### src/rtl/acc_store_pkg.sv
package acc_store_pkg;
  typedef enum logic {
    RND_CONVENTIONAL = 1'b0,
    RND_CONVERGENT   = 1'b1
  } rnd_mode_e;
endpackage

### src/rtl/acc_rounder.sv
module acc_rounder
  import acc_store_pkg::*;
#(
  parameter int ACC_W  = 40,
  parameter int WORD_W = 16,
  localparam int HI_W  = ACC_W - WORD_W
) (
  input  logic [ACC_W-1:0] acc_i,
  input  logic             rnd_en_i,
  input  rnd_mode_e        mode_i,
  output logic [HI_W-1:0]  rounded_o
);
  logic [WORD_W-1:0] lo;
  logic [HI_W-1:0]   hi;
  logic              half, rest_nz, tie, inc;

  assign lo      = acc_i[WORD_W-1:0];
  assign hi      = acc_i[ACC_W-1:WORD_W];
  assign half    = lo[WORD_W-1];
  assign rest_nz = |lo[WORD_W-2:0];
  assign tie     = half & ~rest_nz;

  // convergent: exact half goes to the even neighbour
  always_comb begin
    inc = 1'b0;
    if (rnd_en_i) begin
      if (mode_i == RND_CONVERGENT) inc = half & (rest_nz | hi[0]);
      else                          inc = half;
    end
  end

  assign rounded_o = hi + HI_W'(inc);

  always_comb begin
    if (rnd_en_i && mode_i == RND_CONVERGENT && tie)
      p_tie_even_r3: assert (rounded_o[0] == 1'b0);
    if (!rnd_en_i)
      p_trunc_keeps_hi_r1: assert (rounded_o == hi);
  end
endmodule

### src/rtl/acc_store_sat.sv
module acc_store_sat #(
  parameter int HI_W   = 24,
  parameter int WORD_W = 16,
  localparam int TOP_W = HI_W - WORD_W + 1
) (
  input  logic              sign_i,
  input  logic [HI_W-1:0]   val_i,
  input  logic              sat_en_i,
  output logic [WORD_W-1:0] word_o,
  output logic              sat_hit_o
);
  localparam logic [WORD_W-1:0] MAX_WORD = {1'b0, {(WORD_W-1){1'b1}}};
  localparam logic [WORD_W-1:0] MIN_WORD = {1'b1, {(WORD_W-1){1'b0}}};

  logic [TOP_W-1:0] top_bits;
  logic             pos_ovf, neg_ovf;

  assign top_bits = val_i[HI_W-1:WORD_W-1];
  // positive side also catches a rounding carry into the top bit
  assign pos_ovf  = ~sign_i & (|top_bits);
  // negative side ignores a rounding wrap up to zero
  assign neg_ovf  = sign_i & val_i[HI_W-1] & ~(&top_bits);

  assign sat_hit_o = sat_en_i & (pos_ovf | neg_ovf);

  always_comb begin
    word_o = val_i[WORD_W-1:0];
    if (sat_en_i && pos_ovf) word_o = MAX_WORD;
    if (sat_en_i && neg_ovf) word_o = MIN_WORD;
  end

  always_comb begin
    if (sat_en_i && !sign_i)
      p_pos_nonneg_r5: assert (word_o[WORD_W-1] == 1'b0);
    if (sat_en_i && sign_i && val_i[HI_W-1])
      p_neg_stays_neg_r6: assert (word_o[WORD_W-1] == 1'b1);
  end
endmodule

### src/rtl/acc_store_reg.sv
module acc_store_reg #(
  parameter int WORD_W = 16
) (
  input  logic              clk_i,
  input  logic              rst_ni,
  input  logic              load_i,
  input  logic [WORD_W-1:0] d_i,
  output logic              valid_o,
  output logic [WORD_W-1:0] q_o
);
  always_ff @(posedge clk_i or negedge rst_ni) begin
    if (!rst_ni) begin
      valid_o <= 1'b0;
      q_o     <= '0;
    end else begin
      valid_o <= load_i;
      if (load_i) q_o <= d_i;
    end
  end
endmodule

### src/rtl/acc_store_conv.sv
module acc_store_conv
  import acc_store_pkg::*;
#(
  parameter int ACC_W  = 40,
  parameter int WORD_W = 16
) (
  input  logic              clk_i,
  input  logic              rst_ni,
  input  logic              req_i,
  input  logic [ACC_W-1:0]  acc_i,
  input  logic              rnd_en_i,
  input  logic              rnd_conv_i,
  input  logic              sat_en_i,
  output logic              valid_o,
  output logic [WORD_W-1:0] word_o
);
  localparam int HI_W = ACC_W - WORD_W;
  localparam logic [WORD_W-1:0] MAX_WORD = {1'b0, {(WORD_W-1){1'b1}}};
  localparam logic [WORD_W-1:0] MIN_WORD = {1'b1, {(WORD_W-1){1'b0}}};

  rnd_mode_e         mode;
  logic [HI_W-1:0]   rounded;
  logic [WORD_W-1:0] next_word;
  logic              sat_hit;

  assign mode = rnd_mode_e'(rnd_conv_i);

  acc_rounder #(.ACC_W(ACC_W), .WORD_W(WORD_W)) u_rounder (
    .acc_i     (acc_i),
    .rnd_en_i  (rnd_en_i),
    .mode_i    (mode),
    .rounded_o (rounded)
  );

  acc_store_sat #(.HI_W(HI_W), .WORD_W(WORD_W)) u_sat (
    .sign_i    (acc_i[ACC_W-1]),
    .val_i     (rounded),
    .sat_en_i  (sat_en_i),
    .word_o    (next_word),
    .sat_hit_o (sat_hit)
  );

  acc_store_reg #(.WORD_W(WORD_W)) u_reg (
    .clk_i   (clk_i),
    .rst_ni  (rst_ni),
    .load_i  (req_i),
    .d_i     (next_word),
    .valid_o (valid_o),
    .q_o     (word_o)
  );

  p_valid_follows_r9: assert property (@(posedge clk_i) disable iff (!rst_ni)
    req_i |=> valid_o);
  p_idle_no_valid_r9: assert property (@(posedge clk_i) disable iff (!rst_ni)
    !req_i |=> !valid_o);
  p_hold_word_r10: assert property (@(posedge clk_i) disable iff (!rst_ni)
    !req_i |=> $stable(word_o));
  p_sat_pos_word_r5: assert property (@(posedge clk_i) disable iff (!rst_ni)
    (req_i && sat_hit && !acc_i[ACC_W-1]) |=> word_o == MAX_WORD);
  p_sat_neg_word_r6: assert property (@(posedge clk_i) disable iff (!rst_ni)
    (req_i && sat_hit && acc_i[ACC_W-1]) |=> word_o == MIN_WORD);
endmodule

### config.mk
export PLATFORM = sky130hd
export DESIGN_NAME = acc_store_conv
export DESIGN_NICKNAME = d
export VERILOG_FILES = /design/src/rtl/acc_store_pkg.sv /design/src/rtl/acc_rounder.sv /design/src/rtl/acc_store_sat.sv /design/src/rtl/acc_store_reg.sv /design/src/rtl/acc_store_conv.sv
export SDC_FILE = /design/constraint.sdc
export NUM_CORES = 1
export LEC_CHECK = 0
export CORE_MARGIN = 3
export CORE_UTILIZATION = 42
export CTS_CLUSTER_DIAMETER = 40
export DETAILED_ROUTE_END_ITERATION = 16
export PLACE_DENSITY = 0.8
export SLEW_MARGIN = 25
export SYNTH_ARGS = -nofsm -noshare
export SYNTH_HDL_FRONTEND = slang
export SYNTH_SLANG_ARGS = --single-unit
### constraint.sdc
create_clock -name clk_i -period 1.2 [get_ports clk_i]
set_clock_uncertainty 0.05 [all_clocks]
set_input_delay 0.12 -clock clk_i [delete_from_list [all_inputs] [get_ports clk_i]]
set_output_delay 0.12 -clock clk_i [all_outputs]
set_load 0.005 [all_outputs]
==> results of run 1 <==
cells by family after synthesis:
family | Yosys count
flops | 17
simple gates | 55
fa+ha+maj | 3
compound gates | 57
buf+inv | 10
xor+xnor | 16
per-stage QoR:
| stage | util [%] | TNS, ns | instance area (µm²) | worst slack (ns) |
|---|---|---|---|---|
| after floorplan | - | -19.59 | 1520 | -1.25 |
| after global placement | 81.9 | -27.96 | 2580 | -1.79 |
| after detailed placement | 81.9 | -32.13 | 2580 | -2.08 |
| after CTS | 94.4 | -20.26 | 2980 | -1.33 |
layer usage:
| metal | GRT usage (%) | GRT overflow |
|---|---|---|
| met4 | 82.8 | 29 |
| met5 | 0 | 0 |
| met2 | 90.9 | 29 |
| met3 | 43.2 | 1 |
| met1 | 71.6 | 0 |
Yosys cell counts (3+ instances only):
| cell | instances |
|---|---|
| a21oi_1 | 18 |
| dfrtp_1 | 17 |
| a221oi_1 | 13 |
| a21oi_2 | 11 |
| nand2_1 | 10 |
| xnor2_1 | 10 |
| nor2_1 | 8 |
| nand3_1 | 7 |
| nand4_1 | 7 |
| nor4_1 | 7 |
| xor2_1 | 6 |
| buf_2 | 4 |
| and3_1 | 3 |
| ha_1 | 3 |
| nor3_1 | 3 |
timing repair:
item | CTS
gates cloned | 2
resized for setup | 115
buffers inserted | 33
endpoints found under the setup margin | 33
pin swaps | 21
==> key figures, run 1 <==
Synth
  – Adder-cell share of the synthesized area: 2.63%
  – Synth Area in Simple Gates: 21.8%
  – Post-synth ARST share: 100%
  – Post-Syn Nets: 207
  – Multiplexer share of the synthesized area: 0%
  – Post-synth EDFFs: 0
  – Distinct cell type count after synthesis: 40
  – Xor-xnor portion of the synthesized cell area: 9.82%
  – Share of the synthesized area in the top cell type: 29.8%
  – Cell Area, Synth: 1430 µm²
  – Most used DFF post-synth: dfrtp_1
  – Register area share after synthesis: 29.8%
  – Main combinational cell family by area after synthesis: compound AO/OA/AOI/OAI gates
  – Synth area leaders: dfrtp_1 30%, a221oi_1 8.0%, a21oi_2 6.8%
  – Syn Area/Cell: 9.03 µm²
  – Synth Register Bits: 17
  – Synthesized instance count: 158
  – Synth Area in Compound Gates: 31.6%
  – Most area-hungry cell type in the Yosys netlist: dfrtp_1
  – Yosys Warn Count: 0

Placement
  – RePlAce Congestion: 0.877
  – PortBufs: 62
  – Dpl hpwl: 4.29 mm
  – Placed cell count: 308

Clock tree
  – Clk buf depth: 2
  – Clock root buffer master: clkbuf_4
  – Clk sinks: 17
  – Hold buffer count at CTS: 0
  – H-tree depth: 1
  – Num CTS Buffers: 3

STA
  – Worst_ep kind: register data pin
  – Worst_ep grt: u_reg.q_o[13]$_DFFE_PN0P_/D

Die
  – Rows: 20
  – Starting Density: 45.2%
  – I/O Pins: 63
  – Width of the die: 64.3 µm
  – Die Height: 64.3 µm

Global route
  – Largest net degree at the start of global routing: 31
  – Gr usage total: 70.8%
  – GRT Residual Overflow: 59

Run status
  – Last stage: global routing (5_1_grt)
  – Status: stopped before the end
  – Stop Error: [ERROR GRT-0232] Routing congestion too high. Check the congestion heatmap in the GUI.
==> run 2: changes to the inputs <==
--- a/config.mk
+++ b/config.mk
@@ -5,11 +5,10 @@
 export SDC_FILE = /design/constraint.sdc
 export NUM_CORES = 1
 export LEC_CHECK = 0
-export CORE_MARGIN = 3
-export CORE_UTILIZATION = 42
-export CTS_CLUSTER_DIAMETER = 40
+export CORE_AREA = 3 3 64 66
 export DETAILED_ROUTE_END_ITERATION = 16
-export PLACE_DENSITY = 0.8
+export DIE_AREA = 0 0 67 69
+export PLACE_DENSITY_LB_ADDON = 0.15
 export SLEW_MARGIN = 25
 export SYNTH_ARGS = -nofsm -noshare
 export SYNTH_HDL_FRONTEND = slang
==> run 2 against run 1 <==
  * The flow now finishes, with violations (negative setup slack)
  * Synthesized cell count is the same
  * Synthesized area stayed put
==> key figures, run 2 <==
Run status
  – Status: complete, but fails checks
  – Failing checks: negative setup slack

Synth
  – Post-synth ARST share: 100% (unchanged)
  – Most used DFF post-synth: dfrtp_1
  – Synth area leaders: dfrtp_1 30%, a221oi_1 8.0%, a21oi_2 6.8%
  – Commonest cells in the netlist: 18 x a21oi_1, 17 x dfrtp_1, 13 x a221oi_1
  – Post-synth EDFFs: 0 (unchanged)
  – Distinct cell type count after synthesis: 40 (unchanged)
  – Most area-hungry cell type in the Yosys netlist: dfrtp_1
  – Top-count cell post-synth: a21oi_1
  – Cell Area, Synth: 1430 µm² (unchanged)
  – Register area share after synthesis: 29.8% (unchanged)
  – Synthesized instance count: 158 (unchanged)
  – Synth Register Bits: 17 (unchanged)
  – Post-Syn Nets: 207 (unchanged)
  – Syn Area/Cell: 9.03 µm² (unchanged)
  – Share of the synthesized area in the top cell type: 29.8% (unchanged)
  – Yosys Warn Count: 0 (unchanged)

Critical path
  – Worst Setup Start Kind: primary input
  – Crit path max fanout: 8
  – WS Path Type: primary input to flip-flop
  – Worst EP required: 1.28 ns
  – Arrival time at the worst endpoint: 2.51 ns
  – Slowest stage delay, CP: 0.26 ns
  – Slowest CP cell: nor4_2
  – CP delay by family, top: simple AND/OR/NAND/NOR gates
  – Buf/Inv on CP: 5
  – Cells along the critical path: buf_2 > nor4_2 > nand4_1 > nor4_2 > nor2_1 > ha_2 > ha_4 > buf_6 > nand4_1 > nor4_4 > buf_4 > nor3_4 > o22ai_2 > o31ai_4 > buf_6 > buf_12 > a21oi_2
  – CP Capture Type: flip-flop

Finish
  – Commonest cells after routing, fill and taps aside: 76 x buf_4, 34 x dlygate4sd2_1, 17 x dfrtp_1
  – FILL cells: 249
  – Layout Utilization: 82.3%
  – Layout area overhead: 110%
  – Commonest non-fill, non-tap cell in the layout: buf_4
  – Layout cells sized above 1: 50.8%
  – Post-route cell area: 2990 µm²
  – Layout net count: 351
  – Largest regs: u_reg.q_o x16, u_reg.valid_o x1
  – Top reg by flops: u_reg.q_o
  – Number of flip-flops in the largest register: 16
  – # diodes: 0

Global route
  – Vias in the first global route: 2003
  – Global-route wire length before repair: 9.18 mm
  – Gr usage total: 25.2%
  – Antenna violations before repair: 0
  – Largest net degree at the start of global routing: 31
  – GRT Residual Overflow: 0

STA
  – Slew headroom: 75.5%
  – Final Worst Setup Slack: -1.23 ns
  – FMAX: 0.412 GHz
  – Slew Viols, Final: 0
  – Final hold slack: 0.151 ns
  – Final Hold Viols: 0
  – Final setup violating endpoints: 16
  – Fin crit period: 2.43 ns
  – Final period utilization: 202%
  – Total negative setup slack: -19.38 ns
  – Least-Margin Pin Slew: 0.365 ns
  – RSZ-0062 raised after global routing: true

Detailed routing
  – DRT Pass-1 Iters: 4
  – Initial DRC Count: 143
  – DRC viols: 0
  – Routed vias: 1919
  – DR vias/cell: 5.50
  – Antenna-violating nets left: 0
  – Post-Route WL: 5.61 mm
  – Wire length per cell: 16.1 µm

Die
  – Die Height: 69 µm (+7.4%)
  – Rows: 22 (+10%)
  – Width of the die: 67 µm (+4.2%)
  – Starting Density: 39.3% (-6.0 points)
  – Core area: 3630 µm²
  – I/O Pins: 63 (unchanged)
  – Die area: 4620 µm²

Pwr
  – Worst vdd ir: 0.379 mV
  – Pwr/cell area: 653 nW/µm²
  – LEAKAGE: 1.32 nW

Worst hold path
  – Worst min path class: primary input to async pin

Clock tree
  – Num CTS Buffers: 3 (unchanged)
  – Clk buf depth: 2 (unchanged)
  – Worst-Skew Late Latency: 0.25 ns
  – H-tree depth: 1 (unchanged)
  – CTS tree: yes
  – Worst-path clk slew: 0.06 ns
  – Clk sinks: 17 (unchanged)
  – Clock root buffer master: clkbuf_8

Flow run
  – Maxcap violations: 0

Placement
  – RePlAce Congestion: 0.840 (-4.2%)
  – PortBufs: 62 (unchanged)
  – Dpl hpwl: 3.99 mm (-7.0%)
  – Post-Place Setup Slack: -2.06 ns (+0.0229 ns)
  – Placed Area: 2580 µm² (-0.19%)
run 2: per-stage QoR:
stage / power [W] / cells
after floorplan: 0.000931 / 158
after global placement: 0.00139 / 314
after detailed placement: 0.00142 / 314
after CTS: 0.00194 / 349
after global routing: 0.00206 / 349
final: 0.00195 / 349
run 2: logic make-up after synthesis:
group / Yosys count / synth area share (%)
AOI/OAI and AO/OA: 57 / 31.6
and+or+nand+nor: 55 / 21.8
DFF: 17 / 29.8
xor gates and xnor gates: 16 / 9.82
buffers and inverters: 10 / 4.30
adders and majority gates: 3 / 2.63
run 2: per-layer routing:
metal  part of all wire, %  vias to the layer above  track usage, %
met1                    39                      921            29.2
li1                      -                      913               -
met5                     0                        -               0
met4                   1.7                        0            9.46
met2                    54                       77            46.2
met3                   5.2                        8            1.95
run 2: worst paths after layout:
check | startpoint | end | slack (ns) | cells after the start
hold / removal | rst_ni | u_reg.q_o[3]$_DFFE_PN0P_ | 0.15 | 2
setup / recovery | acc_i[10] | u_reg.q_o[5]$_DFFE_PN0P_ | -1.23 | 17
setup reg to reg | u_reg.q_o[12]$_DFFE_PN0P_ | u_reg.q_o[12]$_DFFE_PN0P_ | 0.11 | 3
max in group asynchronous | rst_ni | u_reg.q_o[7]$_DFFE_PN0P_ | 0.76 | 2
hold reg to reg | u_reg.q_o[15]$_DFFE_PN0P_ | u_reg.q_o[15]$_DFFE_PN0P_ | 0.48 | 1
min in group clk_i | acc_i[16] | u_reg.q_o[0]$_DFFE_PN0P_ | 0.41 | 5
run 2: report_power, final:
group	internal [W]	switching [W]
registers	0.000633	0.0000344
clock network	0.000235	0.000186
logic	0.000486	0.000378
run 2: final cells by class:
class / count / area [µm²] / share of cell area, %
Timing Repair Buffer: 147 / 1230 / 41.2
Clock buffer: 4 / 45.0 / 1.51
Tap cell: 48 / 60.1 / 2.01
Sequential cell: 17 / 425 / 14.2
Multi-Input combinational cell: 131 / 1220 / 40.8
Inverter: 2 / 7.51 / 0.251
run 2: worst register-to-register path: cells and delay by family (launching register included):
family | cells | cell delay [ns]
DFF | 1 | 0.39
buffers and inverters | 1 | 0.14
AOI/OAI and AO/OA | 2 | 0.39
run 2: repair_timing:
| item | 4_1_cts | 5_1_grt |
|---|---|---|
| gates resized for setup | 120 | 5 |
| pin swaps | 32 | 3 |
| hold endpoints to repair | 0 | 0 |
| hold buffers | 0 | 0 |
| gates cloned | 2 | 0 |
| buffers inserted | 29 | 0 |
| setup endpoints to repair | 33 | 16 |
(Power assumes the default switching activity.)
==> run 3: changes to the inputs <==
--- a/config.mk
+++ b/config.mk
@@ -5,9 +5,9 @@
 export SDC_FILE = /design/constraint.sdc
 export NUM_CORES = 1
 export LEC_CHECK = 0
-export CORE_AREA = 3 3 64 66
+export CORE_MARGIN = 3
+export CORE_UTILIZATION = 38
 export DETAILED_ROUTE_END_ITERATION = 16
-export DIE_AREA = 0 0 67 69
 export PLACE_DENSITY_LB_ADDON = 0.15
 export SLEW_MARGIN = 25
 export SYNTH_ARGS = -nofsm -noshare
==> constraint.sdc (replaced) <==
create_clock -name clk_i -period 2.14 [get_ports clk_i]
set_clock_uncertainty 0.05 [all_clocks]
set_input_delay 0.214 -clock clk_i [delete_from_list [all_inputs] [get_ports clk_i]]
set_output_delay 0.214 -clock clk_i [all_outputs]
set_load 0.005 [all_outputs]
==> run 3 against run 2 <==
  * The flow still finishes with violations (negative setup slack)
  * Sequential share of layout area rose by 0.67 points
  * Sequential power decreased by 42%
  * First-iteration DRC count rose by 36%
  * Register-to-register slack better by 0.96 ns
  * Power is 45% lower
==> key figures, run 3 (same netlist as run 2, synthesis figures left out) <==
Placement
  – Dpl hpwl: 4.12 mm (+3.4%)
  – PortBufs: 62 (unchanged)
  – Placed cell count: 306 (-2.5%)
  – RePlAce Congestion: 0.867 (+3.2%)

Pwr
  – Switching Fraction: 32.3% (+1.6 points)
  – Pwr/cell area: 379 nW/µm² (-42%)
  – Clk pwr share: 23.3% (+1.7 points)
  – LEAKAGE: 1.18 nW (-11%)
  – Worst vdd ir: 0.214 mV (-44%)
  – Combinational power share: 41.0% (-3.2 points)
  – Seq pwr share: 35.7% (+1.5 points)
  – Net Switching: 0.000350 W (-42%)
  – Internal power: 0.000733 W (-46%)

STA
  – Final Worst Setup Slack: -0.445 ns (+0.783 ns)
  – RSZ-0062 raised after global routing: true
  – Total negative setup slack: -6.47 ns (+12.91 ns)
  – Slew headroom: 43.8% (-32 points)
  – FMAX: 0.387 GHz
  – Slew Viols, Final: 0 (unchanged)
  – Final Hold Viols: 0 (unchanged)
  – Final hold slack: 0.388 ns (+0.237 ns)
  – Least-Margin Pin Slew: 0.840 ns (+0.476 ns)
  – Final period utilization: 121%
  – Final setup violating endpoints: 16 (unchanged)
  – Fin crit period: 2.59 ns

Clock tree
  – Clk sinks: 17 (unchanged)
  – Worst-path clk slew: 0.08 ns (+0.02 ns)
  – Clk buf depth: 2 (unchanged)
  – CTS tree: yes
  – H-tree depth: 1 (unchanged)
  – Clock root buffer master: clkbuf_8
  – Worst-Skew Late Latency: 0.25 ns (about the same)
  – Num CTS Buffers: 3 (unchanged)

Detailed routing
  – Top layer in use: met4
  – Post-Route WL: 6.54 mm (+17%)
  – Met2 Wirelength: 3.46 mm (+14%)
  – Antenna-violating nets left: 0 (unchanged)
  – DRT Pass-1 Iters: 4 (unchanged)
  – Wire length per cell: 19.9 µm (+24%)
  – Metal1 wirelength: 2.46 mm (+12%)
  – DR vias/cell: 5.97 (+8.6%)
  – Routed vias: 1965 (+2.4%)
  – Initial DRC Count: 195 (+36%)
  – DRC viols: 0 (unchanged)
  – Met3 wire len: 455 µm (+55%)

Finish
  – FILL cells: 219 (-12%)
  – Largest regs: u_reg.q_o x16, u_reg.valid_o x1
  – Final Non-Filler Cells: 329 (-5.7%)
  – Top reg by flops: u_reg.q_o
  – Number of flip-flops in the largest register: 16 (unchanged)
  – Commonest cells after routing, fill and taps aside: 56 x buf_4, 31 x clkdlybuf4s50_1, 17 x dlygate4sd2_1, 17 x dfrtp_1, 16 x a21oi_1
  – Layout Utilization: 82.3% (about the same)
  – # diodes: 0 (unchanged)
  – Layout area overhead: 100%
  – Layout cells sized above 1: 46.3% (-4.5 points)
  – Layout net count: 333 (-5.1%)
  – Commonest non-fill, non-tap cell in the layout: buf_4

Die
  – Starting Density: 41.1% (+1.9 points)
  – Die area: 4520 µm² (-2.1%)
  – I/O Pins: 63 (unchanged)
  – Rows: 21 (-4.5%)
  – Core area: 3470 µm² (-4.5%)
  – Die Height: 67.3 µm (-2.5%)
  – Width of the die: 67.3 µm (+0.40%)

Global route
  – Global-route wire length before repair: 9.69 mm (+5.6%)
  – GRT Residual Overflow: 0 (unchanged)
  – Vias in the first global route: 1981 (-1.1%)
  – Gr usage total: 28.5% (+3.3 points)
  – Antenna violations before repair: 0 (unchanged)
  – Largest net degree at the start of global routing: 31 (unchanged)

Critical path
  – Reg2reg path depth: 2 (-1)
  – Slowest CP cell: nor4_4
  – Most frequent CP cell: buf_6
  – Worst EP required: 2.22 ns (+0.94 ns)
  – Cells along the critical path: buf_6 > nor4b_4 > nand4_1 > nor4_2 > nor2_1 > ha_2 > ha_4 > buf_6 > nand4_1 > nor4_4 > and3_1 > o22ai_2 > o31ai_4 > buf_6 > buf_16 > a21oi_2
  – Slowest stage delay, CP: 0.41 ns (+0.15 ns)
  – CP delay by family, top: simple AND/OR/NAND/NOR gates
  – CP Capture Type: flip-flop
  – WS Path Type: primary input to flip-flop
  – Worst Setup Start Kind: primary input
  – Buf/Inv on CP: 4 (-1)
  – Reg-to-reg startpoint: u_reg.q_o[13]$_DFFE_PN0P_
  – WP depth: 16 (-1)
  – Arrival time at the worst endpoint: 2.66 ns (+0.15 ns)
  – Crit path max fanout: 7 (-1)
  – Critical path startpoint: rnd_conv_i

Run status
  – Status: complete, but fails checks
  – Failing checks: negative setup slack

Flow run
  – Maxcap violations: 0 (unchanged)

Worst hold path
  – Worst min path class: primary input to async pin
run 3: cell count changes in the layout (fill, tap and decap cells not counted), sizes merged:
cell / before / now
buf: 99 / 80
clkdlybuf4s50: 14 / 31
clkinv: 0 / 1
dlygate4sd2: 34 / 17
run 3: cell type report:
type / instances / area [µm²] / share of cell area [%]
Multi-Input combinational cell: 131 / 1170 / 41.1
Timing Repair Buffer: 129 / 1150 / 40.1
Sequential cell: 17 / 425 / 14.9
Tap cell: 46 / 57.6 / 2.02
Clock buffer: 3 / 41.3 / 1.45
Inverter: 2 / 7.51 / 0.263
Clock inverter: 1 / 5.00 / 0.175
run 3: power groups by stage:
stage                     clock, W  sequential [W]  combinational, W
after global placement           0        0.000386          0.000388
after floorplan                  0        0.000387          0.000135
final                     0.000252        0.000386          0.000444
after detailed placement         0        0.000389          0.000399
after global routing      0.000262        0.000390          0.000472
after CTS                 0.000250        0.000383          0.000417
run 3: routing by layer:
metal	vias up	global-route usage [%]
met4	0	11.1
li1	880	-
met1	956	31.7
met2	111	53.0
met3	18	4.99
met5	-	0
run 3: path summary, 6_finish.rpt:
| path | end | slack, ns |
|---|---|---|
| min in group clk_i | u_reg.valid_o$_DFF_PN0_ | 0.44 |
| worst max-delay path | u_reg.q_o[13]$_DFFE_PN0P_ | -0.45 |
| worst max register to register | u_reg.q_o[13]$_DFFE_PN0P_ | 1.07 |
| worst min-delay path | u_reg.q_o[14]$_DFFE_PN0P_ | 0.39 |
| max in group asynchronous | u_reg.q_o[1]$_DFFE_PN0P_ | 1.13 |
| worst min register to register | u_reg.q_o[15]$_DFFE_PN0P_ | 0.50 |
run 3: per-stage QoR:
step / cell area (µm²) / worst slack [ns] / power, W
2_1_floorplan: 1520 / -0.407 / 0.000522
3_3_place_gp: 2530 / -1.10 / 0.000774
3_5_place_dp: 2530 / -1.22 / 0.000788
4_1_cts: 2790 / -0.378 / 0.00105
5_1_grt: 2860 / -0.560 / 0.00112
6_report: 2860 / -0.445 / 0.00108
run 3: timing repair:
item	CTS	global route
gates resized for setup	93	11
setup endpoints to repair	16	16
setup buffers	19	1
gates cloned	2	1
hold buffers	0	0
pin swaps	32	5
==> run 4: changes to the inputs <==
--- a/config.mk
+++ b/config.mk
@@ -8,6 +8,7 @@
 export CORE_MARGIN = 3
 export CORE_UTILIZATION = 38
 export DETAILED_ROUTE_END_ITERATION = 16
+export MAX_ROUTING_LAYER = met4
 export PLACE_DENSITY_LB_ADDON = 0.15
 export SLEW_MARGIN = 25
 export SYNTH_ARGS = -nofsm -noshare
==> run 4 against run 3 <==
  * The run still ends with negative setup slack left
  * Die area unchanged
  * Clock power shrank 2%
  * Register-to-register slack about the same
  * Worst setup slack worse by 0.0088 ns
  * Critical path type unchanged
  * Highest routed layer unchanged
==> key figures, run 4 (same netlist as run 2, synthesis figures left out) <==
Die
  – Starting Density: 41.1% (unchanged)
  – Core area: 3470 µm² (unchanged)
  – I/O Pins: 63 (unchanged)
  – Die Height: 67.3 µm (unchanged)
  – Rows: 21 (unchanged)
  – Die area: 4520 µm² (unchanged)
  – Width of the die: 67.3 µm (unchanged)

Global route
  – Vias in the first global route: 1982 (+0.050%)
  – Global-route wire length before repair: 9.69 mm (unchanged)
  – Gr usage total: 29.3% (+0.81 points)
  – Largest net degree at the start of global routing: 31 (unchanged)
  – GRT Residual Overflow: 0 (unchanged)
  – Antenna violations before repair: 0 (unchanged)

Detailed routing
  – Initial DRC Count: 160 (-18%)
  – Antenna-violating nets left: 0 (unchanged)
  – Routed vias: 1953 (-0.61%)
  – DR vias/cell: 5.94 (-0.61%)
  – Wire length per cell: 19.7 µm (-0.80%)
  – DRC viols: 0 (unchanged)
  – DRT Pass-1 Iters: 4 (unchanged)
  – Post-Route WL: 6.49 mm (-0.80%)

Clock tree
  – Num CTS Buffers: 3 (unchanged)
  – Worst-Skew Late Latency: 0.25 ns (about the same)
  – Clock root buffer master: clkbuf_8
  – Hold buffer count at CTS: 0 (unchanged)
  – Clk sinks: 17 (unchanged)
  – H-tree depth: 1 (unchanged)
  – Clk buf depth: 2 (unchanged)
  – Worst-path clk slew: 0.07 ns (about the same)
  – CTS tree: yes

STA
  – FMAX: 0.386 GHz (-0.34%)
  – Fin crit period: 2.59 ns (+0.00878 ns)
  – Slew headroom: 43.6% (-0.22 points)
  – Final Worst Setup Slack: -0.454 ns (-0.00878 ns)
  – Final period utilization: 121% (+0.41 points)
  – Slew Viols, Final: 0 (unchanged)
  – Least-Margin Pin Slew: 0.843 ns (+0.00325 ns)
  – RSZ-0062 raised after global routing: true
  – Final Hold Viols: 0 (unchanged)
  – Final setup violating endpoints: 16 (unchanged)

Pwr
  – Total power: 0.00108 W (-0.45%)
  – Worst vdd ir: 0.208 mV (-2.6%)
  – LEAKAGE: 1.18 nW (unchanged)
  – Pwr/cell area: 377 nW/µm² (-0.45%)

Finish
  – Largest regs: u_reg.q_o x16, u_reg.valid_o x1
  – Layout area overhead: 100% (unchanged)
  – # diodes: 0 (unchanged)
  – Final Non-Filler Cells: 329 (unchanged)
  – Top reg by flops: u_reg.q_o
  – FILL cells: 219 (unchanged)
  – Number of flip-flops in the largest register: 16 (unchanged)
  – Commonest non-fill, non-tap cell in the layout: buf_4
  – Layout net count: 333 (unchanged)
  – Layout cells sized above 1: 46.3% (unchanged)
  – Commonest cells after routing, fill and taps aside: 56 x buf_4, 31 x clkdlybuf4s50_1, 17 x dlygate4sd2_1, 17 x dfrtp_1, 16 x a21oi_1

Run status
  – Status: complete, but fails checks
  – Failing checks: negative setup slack

Placement
  – Placed cell count: 306 (unchanged)
  – RePlAce Congestion: 0.881 (+1.6%)
  – Dpl hpwl: 4.12 mm (unchanged)
  – PortBufs: 62 (unchanged)

Critical path
  – CP Capture Type: flip-flop
  – Crit path max fanout: 7 (unchanged)
  – WS Path Type: primary input to flip-flop
  – Arrival time at the worst endpoint: 2.67 ns (about the same)
  – Worst Setup Start Kind: primary input
  – Worst EP required: 2.22 ns (about the same)

Worst hold path
  – Worst min path class: primary input to async pin

Flow run
  – Maxcap violations: 0 (unchanged)
run 4: cell counts in the layout (fill, tap and decap cells not counted):
Identical to the previous run, type by type.
run 4: area by class of cell:
type / instances / area [µm²] / share of cell area (%)
multi-input combinational: 131 / 1170 / 41.1
timing repair buffer: 129 / 1150 / 40.1
sequential: 17 / 425 / 14.9
tap: 46 / 57.6 / 2.02
clock buffer: 3 / 41.3 / 1.45
inverter: 2 / 7.51 / 0.263
clock inverter: 1 / 5.00 / 0.175
run 4: repair_timing:
item | in CTS | in global routing
setup buffers | 19 | 1
endpoints found under the setup margin | 16 | 16
gates resized for setup | 93 | 11
cloned | 2 | 1
pin swaps | 32 | 5
run 4: power by group:
| group | total (W) | internal (W) | switching, W | leakage [nW] |
|---|---|---|---|---|
| clock | 0.000248 | 0.000129 | 0.000119 | 0.0255 |
| sequential | 0.000387 | 0.000355 | 0.0000322 | 0.211 |
| combinational | 0.000443 | 0.000249 | 0.000194 | 0.943 |
run 4: worst max-delay path, cell delays in order:
cell and delay [ns]:
buf_6 0.09, nor4b_4 0.12, nand4_1 0.08, nor4_2 0.05
nor2_1 0.09, ha_2 0.24, ha_4 0.16, buf_6 0.09
nand4_1 0.16, nor4_4 0.41, and3_1 0.23, o22ai_2 0.10
o31ai_4 0.29, buf_6 0.16, buf_16 0.12, a21oi_2 0.05
run 4: through the flow:
stage	hold slack, ns	setup slack (ns)	setup TNS (ns)	util (%)	cell area [µm²]
3_3_place_gp	0.463	-1.10	-16.74	72.9	2530
3_5_place_dp	0.471	-1.22	-18.99	72.9	2530
4_1_cts	0.395	-0.378	-5.75	80.5	2790
2_1_floorplan	-0.132	-0.407	-6.06	-	1520
6_report	0.393	-0.454	-6.57	82.3	2860
5_1_grt	0.439	-0.562	-8.30	82.3	2860
run 4: worst paths after layout:
kind                                                   to                 startpoint  slack, ns  depth (start not counted)
max in group asynchronous        u_reg.q_o[8]$_DFFE_PN0P_                     rst_ni       1.13                          1
min in group clk_i                u_reg.valid_o$_DFF_PN0_                      req_i       0.45                          1
worst max register to register  u_reg.q_o[13]$_DFFE_PN0P_  u_reg.q_o[13]$_DFFE_PN0P_       1.07                          2
worst max-delay path            u_reg.q_o[13]$_DFFE_PN0P_                 rnd_conv_i      -0.45                         16
worst min register to register  u_reg.q_o[15]$_DFFE_PN0P_  u_reg.q_o[15]$_DFFE_PN0P_       0.50                          1
worst min-delay path            u_reg.q_o[14]$_DFFE_PN0P_                     rst_ni       0.39                          1
run 4: metal layers:
| layer | routed length [µm] | GRT usage [%] |
|---|---|---|
| met2 | 3390 | 53.0 |
| met5 | 0 | - |
| met4 | 232 | 11.1 |
| met1 | 2360 | 31.8 |
| met3 | 510 | 4.83 |
